<file path="src/rtl/adc_pwr_pkg.sv">
package adc_pwr_pkg;
  typedef enum logic [1:0] {
    PM_NORMAL  = 2'b00,
    PM_AUTO_SD = 2'b01,
    PM_AUTO_SB = 2'b10,
    PM_FULL_SD = 2'b11
  } pm_mode_e;

  typedef enum logic [1:0] {
    PS_ACTIVE  = 2'b00,
    PS_STANDBY = 2'b01,
    PS_OFF     = 2'b10
  } pwr_state_e;
endpackage

</file>
<file path="src/rtl/adc_pwr_edge.sv">
module adc_pwr_edge (
  input  logic clk,
  input  logic rst_n,
  input  logic din,
  output logic rise,
  output logic fall
);
  logic prev_q;

  always_ff @(posedge clk or negedge rst_n) begin
    if (!rst_n) prev_q <= 1'b0;
    else        prev_q <= din;
  end

  assign rise = din & ~prev_q;
  assign fall = ~din & prev_q;
endmodule

</file>
<file path="src/rtl/adc_pwr_timer.sv">
module adc_pwr_timer #(
  parameter int CW = 8
) (
  input  logic          clk,
  input  logic          rst_n,
  input  logic          load,
  input  logic [CW-1:0] load_val,
  output logic          busy
);
  logic [CW-1:0] cnt_q, cnt_d;
  logic          cnt_en;

  always_comb begin
    cnt_en = load | (cnt_q != '0);
    cnt_d  = load ? load_val : cnt_q - 1'b1;
  end

  always_ff @(posedge clk or negedge rst_n) begin
    if (!rst_n)      cnt_q <= '0;
    else if (cnt_en) cnt_q <= cnt_d;
  end

  assign busy = (cnt_q != '0);

  // a running wait drops by exactly one per clock
  a_r7_count_down: assert property (@(posedge clk) disable iff (!rst_n)
    (busy && !load) |=> (cnt_q == $past(cnt_q) - 1'b1));
endmodule

</file>
<file path="src/rtl/adc_pwr_fsm.sv">
module adc_pwr_fsm
  import adc_pwr_pkg::*;
#(
  parameter int CW            = 8,
  parameter int LONG_WAIT     = 40,
  parameter int STBY_EXT_WAIT = 6,
  parameter int STBY_INT_WAIT = 20
) (
  input  logic          clk,
  input  logic          rst_n,
  input  logic          wr_stb,
  input  pm_mode_e      wr_mode,
  input  logic          ref_int,
  input  logic          rise,
  input  logic          fall,
  input  logic          conv_done,
  input  logic          busy,
  output logic          tmr_load,
  output logic [CW-1:0] tmr_val,
  output logic          core_en,
  output logic          ref_en,
  output logic          track,
  output logic          ready,
  output logic          err_invalid
);
  localparam logic [CW-1:0] LONG_C = CW'(LONG_WAIT);
  localparam logic [CW-1:0] SBE_C  = CW'(STBY_EXT_WAIT);
  localparam logic [CW-1:0] SBI_C  = CW'(STBY_INT_WAIT);

  pm_mode_e   mode_q, mode_d;
  pwr_state_e st_q, st_d;
  logic       trk_q, trk_d;
  logic       err_q, err_d;

  assign ready = (st_q == PS_ACTIVE) && !busy;

  always_comb begin
    mode_d   = mode_q;
    st_d     = st_q;
    trk_d    = trk_q;
    tmr_load = 1'b0;
    tmr_val  = '0;
    if (wr_stb) begin
      mode_d = wr_mode;
      if (wr_mode == PM_FULL_SD) begin
        st_d     = PS_OFF;
        trk_d    = 1'b0;
        tmr_load = 1'b1;
      end else if (mode_q == PM_FULL_SD && wr_mode == PM_NORMAL) begin
        st_d     = PS_ACTIVE;
        trk_d    = 1'b1;
        tmr_load = 1'b1;
        tmr_val  = LONG_C;
      end
    end else if (st_q == PS_ACTIVE) begin
      if (rise)      trk_d = 1'b1;
      else if (fall) trk_d = 1'b0;
      if (conv_done && ready) begin
        case (mode_q)
          PM_AUTO_SD: begin st_d = PS_OFF;     trk_d = 1'b0; end
          PM_AUTO_SB: begin st_d = PS_STANDBY; trk_d = 1'b0; end
          default:    ;
        endcase
      end
    end else if (rise && mode_q != PM_FULL_SD) begin
      st_d     = PS_ACTIVE;
      trk_d    = 1'b1;
      tmr_load = 1'b1;
      if (mode_q == PM_AUTO_SB) tmr_val = ref_int ? SBI_C : SBE_C;
      else                      tmr_val = LONG_C;
    end
    err_d = (wr_stb ? 1'b0 : err_q) | (fall & ~ready);
  end

  always_ff @(posedge clk or negedge rst_n) begin
    if (!rst_n) begin
      mode_q <= PM_NORMAL;
      st_q   <= PS_ACTIVE;
      trk_q  <= 1'b0;
      err_q  <= 1'b0;
    end else begin
      mode_q <= mode_d;
      st_q   <= st_d;
      trk_q  <= trk_d;
      err_q  <= err_d;
    end
  end

  assign core_en     = (st_q == PS_ACTIVE);
  assign ref_en      = (st_q != PS_OFF);
  assign track       = trk_q;
  assign err_invalid = err_q;

  // normal mode never loses power without a write
  a_r3_normal_keeps_power: assert property (@(posedge clk) disable iff (!rst_n)
    (mode_q == PM_NORMAL && core_en && !wr_stb) |=> (core_en && ref_en));
  // auto-shutdown sleeps fully after a conversion
  a_r4_sd_sleeps: assert property (@(posedge clk) disable iff (!rst_n)
    (mode_q == PM_AUTO_SD && ready && conv_done && !wr_stb) |=> (!core_en && !ref_en && !track));
  // auto-standby keeps the reference up
  a_r5_sb_keeps_ref: assert property (@(posedge clk) disable iff (!rst_n)
    (mode_q == PM_AUTO_SB && ready && conv_done && !wr_stb) |=> (ref_en && !core_en && !track));
  // a wake edge powers up and starts the wait
  a_r6_wake: assert property (@(posedge clk) disable iff (!rst_n)
    (!core_en && rise && !wr_stb && mode_q != PM_FULL_SD) |=> (core_en && track && !ready));
  // full shutdown stays down until a write
  a_r8_full_no_wake: assert property (@(posedge clk) disable iff (!rst_n)
    (mode_q == PM_FULL_SD && !wr_stb) |=> !core_en);
  // the invalid flag is sticky until a write
  a_r11_err_sticky: assert property (@(posedge clk) disable iff (!rst_n)
    (err_invalid && !wr_stb) |=> err_invalid);
  a_r11_wr_clears: assert property (@(posedge clk) disable iff (!rst_n)
    (wr_stb && !fall) |=> !err_invalid);
endmodule

</file>
<file path="src/rtl/adc_pwr_seq.sv">
module adc_pwr_seq
  import adc_pwr_pkg::*;
#(
  parameter int LONG_WAIT     = 1250000,
  parameter int STBY_EXT_WAIT = 75,
  parameter int STBY_INT_WAIT = 875
) (
  input  logic       clk,
  input  logic       rst_n,
  input  logic       wr_stb,
  input  logic [1:0] wr_mode,
  input  logic       ref_int,
  input  logic       conv_start,
  input  logic       conv_done,
  output logic       core_en,
  output logic       ref_en,
  output logic       track,
  output logic       ready,
  output logic       err_invalid
);
  localparam int MAXW = (LONG_WAIT > STBY_INT_WAIT)
                        ? ((LONG_WAIT > STBY_EXT_WAIT) ? LONG_WAIT : STBY_EXT_WAIT)
                        : ((STBY_INT_WAIT > STBY_EXT_WAIT) ? STBY_INT_WAIT : STBY_EXT_WAIT);
  localparam int CW = $clog2(MAXW + 1);

  logic          rise, fall, busy, tmr_load;
  logic [CW-1:0] tmr_val;

  adc_pwr_edge u_edge (
    .clk  (clk),
    .rst_n(rst_n),
    .din  (conv_start),
    .rise (rise),
    .fall (fall)
  );

  adc_pwr_timer #(.CW(CW)) u_timer (
    .clk     (clk),
    .rst_n   (rst_n),
    .load    (tmr_load),
    .load_val(tmr_val),
    .busy    (busy)
  );

  adc_pwr_fsm #(
    .CW           (CW),
    .LONG_WAIT    (LONG_WAIT),
    .STBY_EXT_WAIT(STBY_EXT_WAIT),
    .STBY_INT_WAIT(STBY_INT_WAIT)
  ) u_fsm (
    .clk        (clk),
    .rst_n      (rst_n),
    .wr_stb     (wr_stb),
    .wr_mode    (pm_mode_e'(wr_mode)),
    .ref_int    (ref_int),
    .rise       (rise),
    .fall       (fall),
    .conv_done  (conv_done),
    .busy       (busy),
    .tmr_load   (tmr_load),
    .tmr_val    (tmr_val),
    .core_en    (core_en),
    .ref_en     (ref_en),
    .track      (track),
    .ready      (ready),
    .err_invalid(err_invalid)
  );
endmodule

</file>
<file path="config.mk">
export PLATFORM = sky130hd
export DESIGN_NAME = adc_pwr_seq
export DESIGN_NICKNAME = d
export VERILOG_FILES = /design/src/rtl/adc_pwr_pkg.sv /design/src/rtl/adc_pwr_edge.sv /design/src/rtl/adc_pwr_timer.sv /design/src/rtl/adc_pwr_fsm.sv /design/src/rtl/adc_pwr_seq.sv
export SDC_FILE = /design/constraint.sdc
export NUM_CORES = 1
export LEC_CHECK = 0
export BUFFER_PORTS_ARGS = -buffer_cell sky130_fd_sc_hd__buf_2
export CORE_MARGIN = 10
export CORE_UTILIZATION = 38
export DETAILED_ROUTE_END_ITERATION = 10
export GPL_TIMING_DRIVEN = 0
export PLACE_DENSITY_LB_ADDON = 0.2
export SYNTH_ARGS = -nofsm -noshare
export SYNTH_HDL_FRONTEND = slang
export SYNTH_SLANG_ARGS = --single-unit
export TNS_END_PERCENT = 5
</file>
<file path="constraint.sdc">
create_clock -name clk -period 3 [get_ports clk]
set_input_delay 0.15 -clock clk [delete_from_list [all_inputs] [get_ports clk]]
set_output_delay 0.15 -clock clk [all_outputs]
set_load 0.03 [all_outputs]
</file>
==> results.txt <==
* Req. time, crit path: 2.85 ns
* Worst-case vdd ir drop: 0.000301 V
- In this run the standard cell core region covers 4030 um^2.
- For this configuration, the core starts out at a cell density of 39.3%.
- Most frequent cells in the layout: dfrtp_1 (28), nand2_1 (17), a21oi_1 (15)
- After filler insertion, the fill cell instance count of the layout stands at 414.
- Clock Tree Root: clkbuf_8
- At the end of routability-driven placement, the weighted congestion stood at 0.808.
- Static timing analysis puts the maximum clock frequency at 348 MHz.
- Insertion delay of the later-clocked pin in the worst-skew pair: 0.27 ns
- Diode count: 0
* Top Ports: 13
- Instance count along the most critical hold path: 1
- Clock skew on the completed layout was measured at 0.00203 ns.
- The cell count after synthesis came out at 167.
- The startpoint identified for the worst register-to-register timing path is u_timer.cnt_q[12]$_DFFE_PN0P_.
- Total number of yosys warnings: 0
- The number of slew-limit violations in the final report came to 0.
- Number of storage elements in the synthesis netlist: 28
- Post-synth EDFFs: 0
- Run status: finished clean
- Summed over all layers, the global routing overflow is 0.
- Wire length of the first global-routing pass: 5.87 mm
* Worst hold path class: in2reg
- In this run the vertical extent of the chip is 84.6 um.
* Number of iterations in the first detailed-routing pass: 4
- The library cell used most frequently in the layout, excluding fill and tap cells, is dfrtp_1.
* Post CTS Setup Buffer Count: 0
- Clock tree from TritonCTS: done
- Antenna-violating nets left: 0
* Cell area after synthesis: 1590 um^2
- The synthesized netlist contains 42 unique library cells.
- For the pin with the worst max-slew slack, the measured transition is 0.765 ns.
- Clock slew seen by the registers of the worst setup and hold paths: 0.10 ns
* Port buffer count: 12
- Layout Area Growth over Synthesis: 12.0%
* Gr usage total: 9.59%
- Counting I/O delays and the setup requirement, the final critical path takes 2.87 ns.
* Leakage dissipation: 0.768 nW
- The final layout contains routed wiring with a total length of 3.49 mm.
* Sequential-to-total area share from yosys stat: 44.2%
- Drt via density: 5.51
- Synthesized Nets: 179
* Worst endpoint data arrival time: 2.72 ns
- Fraction of final layout cells with drive strength greater than 1: 15.8%
- Max-cap violations in this run came to 0.
- Initial detailed-routing violation count: 75
- Finished layout cell area: 1780 um^2
- Setup repair after global routing left no endpoint under its margin.
* Number of buffers between clock root and the deepest sink: 2
* Number of placement rows: 23
* CP startpoint kind: flip-flop
* Worst relative slew slack: 48.3%
* Element type at the critical path end: output port
- Along the worst path, the maximum fanout reaches 9.
- The via count of the first global-routing pass came to 1282.
- Portion of the clock cycle consumed by the worst path in the final layout: 95.6%
- Number of vias in the routed layout: 1289
* Min-delay src: conv_start
- After detailed placement, the total cell area comes to 1710 um^2.
- Critical Path Source: u_timer.cnt_q[12]$_DFFE_PN0P_
- Setup violations remaining at the end of the flow were counted as 0.
* Area of the die: 7160 um^2
- CTS H-tree lvls: 1
- Post-synthesis area per instance: 9.49 um^2
- Die Span X: 84.6 um
* Pwr Density: 838 nW/um^2
- After detailed routing, the average wire length per cell comes to 14.9 um.
- Total clock sinks: 28
- Hold Vio Cnt, Final: 0
* Post-Route Setup TNS: 0 ns
* Most used flip-flop cell after synthesis: dfrtp_1
* Half-perimeter wire length after placement: 2.58 mm
* Path type of the worst setup path: reg2out
- Counting the buffers created by CTS gives 3.
- The number of antenna violations at the first check in global routing was 0.
* Final Net Count: 197
- In the routed design, unresolved DRC markers number 0.
* Maximum number of pins on one net before global-route repair: 29
* Post-synthesis async set-or-reset flop share: 100%
* Number of cells on the worst reg-to-reg path: 6
==> sequential cells by signal, indices dropped and copies added (netlist names) <==
signal,count
u_fsm.track,1
u_fsm.st_q,2
u_edge.prev_q,1
u_fsm.mode_q,2
u_fsm.err_invalid,1
u_timer.cnt_q,21
==> kinds of logic (layout without fill, tap and decap cells) <==
group,Yosys count,in the layout,share of synthesized area [%]
buf+inv,13,30,3.63
simple gates,74,74,27.2
mux,1,1,0.710
flops,28,28,44.2
fa+ha+maj,5,5,3.79
compound gates,33,33,13.3
xor+xnor,13,13,7.18
==> routing by layer <==
metal / global-route usage [%] / up-vias / wire (um)
met2: 15.3 / 14 / 1630
met1: 12.6 / 635 / 1740
met3: 2.03 / 2 / 91
met5: 0 / - / 0
met4: 2.84 / 0 / 22
li1: - / 638 / -
==> where the power goes <==
group / leakage [nW] / switching, mW / internal (mW)
clock network: 0.0288 / 0.123 / 0.118
registers: 0.360 / 0.132 / 0.504
logic: 0.379 / 0.316 / 0.295
total: 0.768 / 0.571 / 0.917
==> Yosys cell counts, types with 4 or more instances <==
| cell | n | share of area [%] |
|---|---|---|
| ha_1 | 4 | 3.2 |
| nor4b_1 | 4 | 2.2 |
| xnor2_1 | 12 | 6.6 |
| nand3_1 | 6 | 1.9 |
| nor4_1 | 5 | 2.0 |
| dfrtp_1 | 28 | 44 |
| nor3_1 | 7 | 2.2 |
| nand2_1 | 17 | 4.0 |
| a21oi_1 | 15 | 4.7 |
| o21ai_0 | 6 | 1.9 |
| nor2_1 | 9 | 2.1 |
| inv_1 | 8 | 1.9 |
==> worst paths after layout <==
check / endpoint / slack, ns
max: ready / 0.13
min: u_edge.prev_q$_DFF_PN0_ / 0.02
max reg2reg: u_timer.cnt_q[16]$_DFFE_PN0P_ / 0.22
min reg2reg: u_fsm.st_q[0]$_DFFE_PN0P_ / 0.54
max in group asynchronous: u_fsm.mode_q[1]$_DFFE_PN0P_ / 2.15
min in group asynchronous: u_timer.cnt_q[9]$_DFFE_PN0P_ / 0.43
==> worst max-delay path, stage by stage, from the launching register on <==
cell	delay (ns)
dfrtp_1	0.43
or4_1	0.53
buf_2	0.17
or4b_4	0.57
or2_1	0.24
buf_6	0.14
nor2_1	0.16
buf_4	0.20
==> timing repair <==
item                                   CTS  global route
endpoints found under the hold margin   28             0
resized for setup                        0             2
hold buffers                             1             0
setup endpoints to repair                0             1
==> layout make-up <==
class | count | area (um^2) | share of cell area (%)
multi-input combinational | 126 | 827 | 46.6
clock buffer | 4 | 55.1 | 3.10
sequential | 28 | 701 | 39.5
buffer | 5 | 27.5 | 1.55
timing repair buffer | 13 | 72.6 | 4.09
inverter | 8 | 30.0 | 1.69
tap | 50 | 62.6 | 3.52
==> metrics by stage <==
stage	instances	utilization (%)	hold slack, ns	total power, mW	worst slack (ns)
5_1_grt	234	44.1	0.0150	1.61	0.0130
2_1_floorplan	167	-	-0.146	1.10	0.348
6_report	234	44.1	0.0203	1.49	0.131
3_5_place_dp	229	42.4	0.225	1.25	0.196
4_1_cts	234	44.0	0.0155	1.50	0.101
3_3_place_gp	229	42.4	0.216	1.22	0.253
No activity file was read; power rests on OpenSTA's default activity.
